**src/rtl/supply_monitor_ctrl.sv**
```systemverilog
module supply_monitor_ctrl #(
  parameter int SETTLE_TICKS       = 4,
  parameter int SAMPLE_EXTRA_TICKS = 2,
  parameter int SYNC_STAGES        = 2
) (
  input  logic       clk,
  input  logic       rst_n,
  input  logic       slow_tick,
  input  logic       sv_enable,
  input  logic [1:0] sv_mode,
  input  logic       sample_en,
  input  logic       cmp_low,
  output logic       ready,
  output logic       detect,
  output logic       irq_pulse,
  output logic       reset_req
);
  localparam int LONG_TICKS = SETTLE_TICKS + SAMPLE_EXTRA_TICKS;
  localparam int CW = $clog2(LONG_TICKS + 1);

  logic [SYNC_STAGES-1:0] sync_q;
  logic [CW-1:0]          cnt_q;
  logic                   ready_q, det_q, det_d1_q, smp_q;
  logic                   active, cmp_s;
  logic [CW-1:0]          last_cnt;

  assign active   = sv_enable & sv_mode[1];
  assign cmp_s    = sync_q[SYNC_STAGES-1];
  assign last_cnt = sample_en ? CW'(LONG_TICKS - 1) : CW'(SETTLE_TICKS - 1);

  always_ff @(posedge clk) begin
    if (!rst_n) begin
      sync_q   <= '0;
      cnt_q    <= '0;
      ready_q  <= 1'b0;
      det_q    <= 1'b0;
      det_d1_q <= 1'b0;
      smp_q    <= 1'b0;
    end else begin
      sync_q   <= {sync_q[SYNC_STAGES-2:0], cmp_low};
      det_d1_q <= det_q;
      if (!active) begin
        cnt_q   <= '0;
        ready_q <= 1'b0;
        det_q   <= 1'b0;
        smp_q   <= 1'b0;
      end else begin
        if (slow_tick && !ready_q) begin
          if (cnt_q == last_cnt) ready_q <= 1'b1;
          else                   cnt_q   <= cnt_q + 1'b1;
        end
        if (!sample_en) begin
          det_q <= ready_q & cmp_s;
        end else if (slow_tick) begin
          smp_q <= cmp_s;
          if (!ready_q)            det_q <= 1'b0;
          else if (cmp_s == smp_q) det_q <= cmp_s;
        end else if (!ready_q) begin
          det_q <= 1'b0;
        end
      end
    end
  end

  assign ready     = ready_q;
  assign detect    = det_q;
  assign irq_pulse = ~sv_mode[0] & det_q & ~det_d1_q;
  assign reset_req = sv_mode[0] & det_q;


  masked_until_ready_chk: assert property (@(posedge clk) disable iff (!rst_n)
    !ready |-> (!detect && !irq_pulse && !reset_req));


  disable_clears_chk: assert property (@(posedge clk) disable iff (!rst_n)
    !active |=> (!ready && !detect));


  irq_single_cycle_chk: assert property (@(posedge clk) disable iff (!rst_n)
    irq_pulse |=> !irq_pulse);


  ready_on_tick_chk: assert property (@(posedge clk) disable iff (!rst_n)
    $rose(ready) |-> $past(slow_tick));


  sampled_hold_chk: assert property (@(posedge clk) disable iff (!rst_n)
    (active && $past(active) && sample_en && $past(sample_en) && !$past(slow_tick))
      |-> $stable(detect));


  count_range_chk: assert property (@(posedge clk) disable iff (!rst_n)
    32'(cnt_q) < LONG_TICKS);
endmodule

```
**config.mk**
```make
export PLATFORM = sky130hd
export DESIGN_NAME = supply_monitor_ctrl
export DESIGN_NICKNAME = d
export VERILOG_FILES = /design/src/rtl/supply_monitor_ctrl.sv
export SDC_FILE = /design/constraint.sdc
export NUM_CORES = 1
export LEC_CHECK = 0
export ABC_AREA = 1
export BUFFER_PORTS_ARGS = -buffer_cell sky130_fd_sc_hd__buf_4
export CAP_MARGIN = 20
export CORE_AREA = 5 5 42 44
export DETAILED_ROUTE_END_ITERATION = 7
export DIE_AREA = 0 0 47 49
export PLACE_DENSITY = 0.66
export SETUP_SLACK_MARGIN = 0.15
export SYNTH_ARGS = -nofsm -noshare
export SYNTH_HDL_FRONTEND = slang
export SYNTH_SLANG_ARGS = --single-unit
```
**constraint.sdc**
```tcl
create_clock -name clk -period 1.1 [get_ports clk]
set_clock_uncertainty 0.15 [all_clocks]
set_input_delay 0.275 -clock clk [delete_from_list [all_inputs] [get_ports clk]]
set_output_delay 0.275 -clock clk [all_outputs]
set_load 0.05 [all_outputs]
```
== Word-level counts from Yosys, hierarchy flattened ==
Cells that the tools add are included.

* Equality and inequality tests: 4
* Multiplexer cells: 6
* Reductions and logical operators: 7
* Add/sub/neg operators: 1
* Bitwise operators: 8

{| class="wikitable"
|+ Operator list
! operator !! number
|-
| 2-bit AND reduction || 5
|-
| 1-bit bitwise AND || 5
|-
| 1-bit two-way mux || 5
|-
| 3-bit by 1-bit adder with 3-bit output (second input constant) || 1
|-
| 3-bit equality test || 1
|-
| 3-bit two-way mux || 1
|-
| 3-bit by 2-bit inequality test with 1-bit output (second input constant) || 1
|-
| 3-bit inequality test (second input constant) || 1
|-
| 1-bit inverter || 3
|-
| 1-bit equality test || 1
|-
| 1-bit logical AND || 1
|-
| 1-bit logical NOT || 1
|}

* Flip-flop bits (word level): 9
* Output and inout bits: 4
* Bits of input ports: 8

== Longest topological paths before layout ==
Gate-level depths: netlist of run 1.

* Depth in word-level cells: 5
* Depth in mapped cells: 7

== Worst setup path after synthesis of run 1 ==
Ideal clock, no wire load.

* Path type: register to output
* Start: reg det_q, in the netlist detect
* End: out irq_pulse
* Required time: 0.675 ns
* Arrival time: 1.886 ns
* Cell stages (with the launch flop): 2
* Setup slack: -1.211 ns
* Path through: dfxtp_1 > nor3b_1

* Word-level cells in the longest chain between the ends: 2

{| class="wikitable"
|+ RTL lines
! element !! line !! text
|-
| from (decl) || 23 || <nowiki>logic ready_q, det_q, det_d1_q, smp_q;</nowiki>
|-
| from (signal assigned) || 53 || <nowiki>det_q <= ready_q & cmp_s;</nowiki>
|-
| from (signal assigned) || 57 || <nowiki>else if (cmp_s == smp_q) det_q <= cmp_s;</nowiki>
|-
| 1-bit bitwise AND (2 in series) || 67 || <nowiki>assign irq_pulse = ~sv_mode[0] & det_q & ~det_d1_q;</nowiki>
|-
| to (decl) || 15 || <nowiki>output logic irq_pulse,</nowiki>
|}

No other way between the ends.

== Worst setup path after layout of run 1 ==
Same ends and word-level chain as after synthesis.

==> metrics list, run 1 <==
* GR Overflow Total: 0
- After clock tree synthesis, the flow added hold-fix buffers numbering 0.
* Total GRT Usage: 9.46%
- Area Overhead vs Synth: 69.1%
- The critical path in this run is classified as flop to primary output.
- Clock Tree Root: sky130_fd_sc_hd__clkbuf_4
- Setup repair after global routing could not meet its margin everywhere.
* Final Hold Viols: 0
- The tightest min-delay check is of the input port to flop type.
- The Yosys step of the flow raised 0 warnings.
* Share of synthesized area occupied by flip-flops and latches: 42.0%
* First-pass GRT wire length: 1.48 mm
* Area of the die: 2300 µm²
* Outcome: finished with violations
- No sink is reached through more buffers than the 2 on the longest clock path.
- Power spread over the standard cell area amounts to 914 nW/µm².
- Flop and latch count out of synthesis: 9
- At the later pin of the worst-skew pair, clock insertion delay measures 260 ps.
* Number of antenna violations at the first check in global routing: 0
- Maximum number of pins on one net before global-route repair: 7
- Post-layout minimum cycle time: 1380 ps
- Peak supply drop: 0.000584 V
* Type of element launching the critical path: flop
- Slew at the pin closest to its max-slew limit: 213 ps
- # setup viols final: 6
* Violation count after the first detailed-route iteration: 1
- By area, the combinational part of the netlist is dominated by simple AND/OR/NAND/NOR gates.
* Post-synthesis adder-cell area fraction: 2.92%
* Arrival time reported for the critical path endpoint: 960 ps
* Half-perimeter wire length of the detailed placement result: 641 µm
* Remaining DRCs: 0
- TritonCTS created 3 clock buffers.
* Simple-gate portion of the synthesized area: 31.8%
- In this run the number of H-tree levels came out at 1.
- After detailed routing, the total wire length is 967 µm.
- Leakage power summed over all cells: 0.000327 µW
* Final worst setup slack: -285 ps
- Max Cap Viol: 0
- The worst setup path is captured at a primary output.
- After Yosys synthesis, XOR and XNOR cells account for 0% of the synthesized area.
- Synthesized instance count: 57
- After clock tree synthesis, the clock-pin slew on the worst setup and hold paths is 60 ps.
- X dimension of the die: 47 µm
- Crit share post-route: 126%
- From bottom edge to top edge, the die measures 49 µm.
* Cell Rows: 14
- The number of global-route vias before repair was 345.
- Net Count, Synth: 66
- Timing-limited maximum frequency: 0.722 GHz
* Share of final-layout standard cells stronger than drive strength 1: 60.3%
* Core occupancy in the finished layout: 51.8%
* Number of max-slew violations in the final report: 0
- Placer congestion estimate: 0.710
- In this run the count of I/O pins placed on the die edge is 12.
- Worst max-slew margin expressed relative to the limit: 85.8%
- Area of the core region: 1400 µm²
- The count of nets left with antenna violations once routing finished came out at 0.
- After detailed routing, the number of vias per cell comes to 4.50.
* Count of TritonRoute iterations in the first routing pass: 2
* Synthesized area: 429 µm²
- Starting utilization of the core area: 30.6%
- Multiplexer area fraction after synthesis: 0%
* Failing checks: setup timing
* Required time of the critical path: 670 ps
* Vias after detailed routing: 423
- Complex-gate fraction of the synthesized area: 11.1%
* Hold slack final: 44.1 ps
- Number of antenna cells inserted: 0
* Port Buf Inserts: 11
* Average cell area after synthesis: 7.53 µm²
- Unique cell type count in the Yosys netlist: 17
- At the end of the flow, the number of nets in the layout was 88.
* Clock net sink count: 9
- Worst Path Max Fanout: 3
* TritonCTS clock tree: built
- In the final routed layout, each cell accounts on average for 10.3 µm.
==> sequential cells by signal (all words and copies together), names as in the netlist <==
name and count:
cnt_q 3, sync_q 2, ready 1, smp_q 1, det_d1_q 1, detect 1
==> stage by stage <==
stage / area (µm²) / power, µW / setup WS [ps] / setup TNS (ps) / std cells
final: 726 / 663 / -285 / -888 / 94
after floorplan: 467 / 369 / -287 / -359 / 57
after global placement: 596 / 403 / -81.7 / -227 / 88
after CTS: 703 / 673 / -293 / -909 / 93
after detailed placement: 596 / 404 / -88.9 / -272 / 88
after global routing: 726 / 696 / -328 / -1140 / 94
==> area by class of cell <==
class,count,area (µm²)
fillers,142,676
multi-input cells,36,279
flip-flops and latches,9,198
repair buffers,18,158
inverters,11,45.0
clock buffers,4,26.3
well taps,16,20.0
==> power by group <==
part / leakage [µW] / switching [µW] / internal, µW
Combinational: 0.000235 / 36.4 / 40.5
Sequential: 0.0000772 / 4.83 / 323
Clock: 0.0000150 / 118 / 140
Total: 0.000327 / 159 / 504
==> kinds of logic (layout without fill, tap and decap cells) <==
| kind of cell | count (synthesis) | after routing |
|---|---|---|
| AO/OA/AOI/OAI | 9 | 9 |
| AND/OR/NAND/NOR | 26 | 26 |
| adder cells (fa/ha/maj) | 1 | 1 |
| flip-flops | 9 | 9 |
| buffers and inverters | 12 | 33 |
==> cell usage after synthesis <==
library cell | instances | area share (%)
sky130_fd_sc_hd__nand3_2 | 1 | 2.3
sky130_fd_sc_hd__nor3_2 | 1 | 2.3
sky130_fd_sc_hd__dfxtp_1 | 9 | 42
sky130_fd_sc_hd__nand2_4 | 1 | 2.6
sky130_fd_sc_hd__inv_1 | 11 | 9.6
sky130_fd_sc_hd__nor3b_2 | 1 | 2.9
sky130_fd_sc_hd__nor2_1 | 3 | 2.6
sky130_fd_sc_hd__o21a_1 | 1 | 1.7
sky130_fd_sc_hd__nor3b_1 | 1 | 1.7
sky130_fd_sc_hd__buf_6 | 1 | 2.6
sky130_fd_sc_hd__nand3_1 | 3 | 3.5
sky130_fd_sc_hd__o21ai_0 | 2 | 2.3
sky130_fd_sc_hd__and3_1 | 1 | 1.5
sky130_fd_sc_hd__nand2_1 | 14 | 12
sky130_fd_sc_hd__ha_1 | 1 | 2.9
sky130_fd_sc_hd__a21oi_1 | 5 | 5.8
sky130_fd_sc_hd__o21ai_1 | 1 | 1.2
==> worst paths after layout <==
kind                                  end  slack, ps  depth (start not counted)  startpoint
worst max-delay path            irq_pulse       -280                          2      detect
worst max register to register   cnt_q[2]        -50                          5    cnt_q[1]
worst min-delay path            sync_q[0]         40                          3     cmp_low
worst min register to register  sync_q[1]        260                          2   sync_q[0]
==> cell usage in the layout (no fill, tap or decap) <==
master,instances
sky130_fd_sc_hd__nand2_1,11
sky130_fd_sc_hd__nand2_4,1
sky130_fd_sc_hd__buf_4,13
sky130_fd_sc_hd__and3_4,1
sky130_fd_sc_hd__nor3_2,1
sky130_fd_sc_hd__nand3_1,1
sky130_fd_sc_hd__clkbuf_1,1
sky130_fd_sc_hd__nand3_2,2
sky130_fd_sc_hd__nor3b_4,2
sky130_fd_sc_hd__inv_2,2
sky130_fd_sc_hd__o21ai_2,2
sky130_fd_sc_hd__dfxtp_1,3
sky130_fd_sc_hd__dfxtp_4,4
sky130_fd_sc_hd__ha_4,1
sky130_fd_sc_hd__nand2_2,3
sky130_fd_sc_hd__nor2_1,2
sky130_fd_sc_hd__a21oi_1,3
sky130_fd_sc_hd__clkbuf_4,3
sky130_fd_sc_hd__a21oi_2,2
sky130_fd_sc_hd__buf_8,1
sky130_fd_sc_hd__nor2_4,1
sky130_fd_sc_hd__nand3_4,1
sky130_fd_sc_hd__buf_6,4
sky130_fd_sc_hd__dfxtp_2,2
sky130_fd_sc_hd__clkinvlp_4,1
sky130_fd_sc_hd__o21a_1,1
sky130_fd_sc_hd__o21ai_0,1
sky130_fd_sc_hd__inv_1,8
==> timing repair <==
item                                    4_1_cts  5_1_grt
pin swaps                                     8        8
buffers inserted                              1        1
gates cloned                                  0        0
endpoints found under the setup margin        9        9
gates resized for setup                      20        6
hold endpoints to repair                      0        0
==> worst max-delay path, stage by stage, from the launching register on <==
cell,delay [ps]
sky130_fd_sc_hd__dfxtp_4,350
sky130_fd_sc_hd__nor3b_4,180
sky130_fd_sc_hd__buf_6,180
==> metal layers <==
layer	global-route usage, %	share of wire, %
met5	0	0
met4	8.29	4.1
met3	2.21	5.7
met2	13.3	49
met1	11.3	41
No activity file was read; power rests on OpenSTA's default activity.
==> run 2, diff against run 1 <==
- PLACE_DENSITY: 0.66 -> 0.64
- clock period: 1.1 -> 1.5 ns (I/O delays scaled with it)
==> run 2 against run 1 <==
The run now ends clean. Global-route usage down 0.85 points. Sequential share of layout area rose by 4.3 points. Hold slack better by 110 ps. Critical path type unchanged.
==> metrics list, run 2 (synthesis results as in run 1) <==
- The flow ran to the end, and the final reports show no timing, DRC or antenna violations.
- The clock share of power came to 38.8% (about the same).
* Power density cells: 771 nW/µm² (-16%)
- Among all stages on the critical path, the largest delay is contributed by sky130_fd_sc_hd__dfxtp_4.
* Type of the worst min-delay path: input port to flop
- Worst hold path endpoint: sync_q[0]
- Hold wc startpoint: cmp_low
- The worst register-to-register path ends at cnt_q[2].
- DRT Wirelength: 745 µm (-23%)
* # setup viols final: 0 (-6)
* Final Hold Viols: 0 (unchanged)
* Reg power frac: 52.8% (+3.3 points)
* Max Cap Viol: 0 (unchanged)
- CTS clk-pin slew, worst paths: 60 ps (about the same)
- The cell total after placement is 83 (-5.7%).
- STA classifies the critical path startpoint as a flop.
- Setup Crit Path Kind: flop to primary output
- The total design power is 459 µW (-31%).
- Core occupancy in the finished layout: 42.5% (-9.3 points)
* Critical Path Max Stage Delay: 340 ps (about the same)
- Relative to the synthesized area, the layout overhead comes to 38.8%.
- Count of TritonRoute iterations in the first routing pass: 4 (+2)
- The transition at the pin with the smallest max-transition slack is 258 ps (+45.8 ps).
- Post-layout minimum cycle time: 1470 ps
- The pin count of the biggest net entering global routing came to 7 (unchanged).
- The highest ir drop seen on vdd is 0.000523 V (-11%).
* Leading cell types in the layout, fill and taps excluded: sky130_fd_sc_hd__nand2_1, sky130_fd_sc_hd__inv_1, sky130_fd_sc_hd__buf_4, sky130_fd_sc_hd__dfxtp_1, sky130_fd_sc_hd__a21oi_1
* Vias after detailed routing: 388 (-8.3%)
* Timing-limited maximum frequency: 0.679 GHz
* Number of antenna violations at the first check in global routing: 0 (unchanged)
- Clock latency on the worst-skew pair: 250 ps (about the same)
- The height of the chip came to 49 µm (unchanged).
- Area of the die: 2300 µm² (unchanged)
* Most common library cell in the layout ignoring fill and taps: sky130_fd_sc_hd__nand2_1
- TritonCTS built the clock tree.
* Total GRT Usage: 8.60% (-0.85 points)
- Length in cells of the worst reg-to-reg path: 5 (unchanged)
* Fin cells: 88 (-6.4%)
- Ranked by flip-flop count, first place goes to cnt_q.
* Number of max-slew violations in the final report: 0 (unchanged)
- The number of placement rows was 14 (unchanged).
- The die width was 47 µm (unchanged).
- Placer congestion estimate: 0.763 (+7.5%)
- The remaining global-route overflow was 0 (unchanged).
- Number of instances on the worst hold path: 3 (unchanged)
* Number of flip-flops under the largest register name: 3 (unchanged)
- The share of layout cells above drive strength 1 came to 30.6% (-30 points).
- The buffers plus inverters on the worst setup path was 1 (unchanged).
- Power spent charging and discharging nets: 97.7 µW (-39%)
- Post-route cell area: 596 µm² (-18%)
- Placed cell area: 537 µm² (-9.9%)
- The number of global-route vias before repair is 363 (+5.2%).
* Number of antenna cells inserted: 0 (unchanged)
- The static leakage was 0.000299 µW (-8.5%).
* Arrival time reported for the critical path endpoint: 950 ps (about the same)
* First-pass GRT wire length: 1.39 mm (-6.5%)
- Half-perimeter wire length of the detailed placement result: 616 µm (-3.8%)
- The switching portion of total power came to 21.3% (-2.8 points).
* Clock buffer depth: 2 (unchanged)
* Reg2reg setup slack: 310 ps (+360 ps)
- Remaining antenna violation count: 0 (unchanged)
- Final nets: 82 (-6.8%)
* Starting utilization of the core area: 30.6% (unchanged)
- Clock buffers created by TritonCTS: 3 (unchanged)
* Unrepaired setup endpoints after global routing: yes
- Internal power: 362 µW (-28%)
- The core area is 1400 µm² (unchanged).
* Number of top-level pins: 12 (unchanged)
* Family of cells with the greatest summed delay on the critical path: flip-flops
- The worst setup path is captured at a primary output.
* Crit share post-route: 98.2%
- The biggest fanout along the worst timing path was 3 (unchanged).
* Routed WL per cell: 8.47 µm (-18%)
* Registers with the most flip-flops: cnt_q (3), sync_q (2)
* Vias/cell: 4.41 (-2.0%)
* Number of fillers in the final layout: 150 (+5.6%)
- The H-tree level count was 1 (unchanged).
* Required time of the critical path: 970 ps (+300 ps)
* Violation count after the first detailed-route iteration: 1 (unchanged)
* Ordered cell list for the critical path: nor3b_4 > buf_6
* Worst reg2reg path startpoint: cnt_q[0]
- The final routed DRC violation total is 0 (unchanged).
* Worst setup path start: detect
- Clock net sink count: 9 (unchanged)
- Portion of total power attributed to combinational logic: 8.4% (-3.2 points)
- Port Buf Inserts: 11 (unchanged)
- The normalized max-slew margin was 82.8% (-3.0 points).
- The tree is rooted in a sky130_fd_sc_hd__clkbuf_4.
==> run 2: area by class of cell <==
type                            instances  area [µm²]  share of cell area, %
Timing Repair Buffer                   12         113                   18.9
Multi-Input combinational cell         36         208                   34.9
Clock buffer                            4        26.3                   4.41
Sequential cell                         9         188                   31.5
Tap cell                               16        20.0                   3.36
Inverter                               11        41.3                   6.93
==> run 2: worst min-delay path, cell delays in order <==
cell and delay, ps:
sky130_fd_sc_hd__buf_4 80, sky130_fd_sc_hd__nand2_1 40, sky130_fd_sc_hd__inv_1 40
==> run 2: routing by layer <==
| layer | track usage [%] | part of all wire (%) |
|---|---|---|
| met1 | 11.0 | 47 |
| met2 | 10.2 | 43 |
| met3 | 3.32 | 5.4 |
| met4 | 8.29 | 4.6 |
| met5 | 0 | 0 |
==> run 2: power by group through the flow <==
stage | Combinational [µW] | Sequential, µW | Clock, µW
floorplan | 20.9 | 249 | 0
global placement | 38.1 | 249 | 0
detailed placement | 39.2 | 250 | 0
CTS | 39.2 | 244 | 188
global route | 45.1 | 243 | 209
finish | 38.4 | 243 | 178
==> run 2: worst max-delay path by stage <==
stage                     depth (start not counted)        end  slack, ps
after floorplan                                   1  irq_pulse         10
after global placement                            3  irq_pulse        120
after detailed placement                          3  irq_pulse        110
after CTS                                         2  irq_pulse         10
after global routing                              2  irq_pulse        -30
final                                             2  irq_pulse         30
==> run 2: stage by stage <==
step / TNS (ps) / hold slack (ps) / worst slack (ps)
final: 0 / 151 / 26.6
after global routing: -27.3 / 158 / -27.3
after CTS: 0 / 148 / 11.3
after detailed placement: 0 / 250 / 106
after global placement: 0 / 242 / 115
after floorplan: 0 / 240 / 13.2
==> run 2: what timing repair did <==
item | CTS | global route
resized for setup | 4 | 3
hold buffers | 0 | 0
buffers inserted | 1 | 0
pin swaps | 1 | 0
setup endpoints to repair | 3 | 4
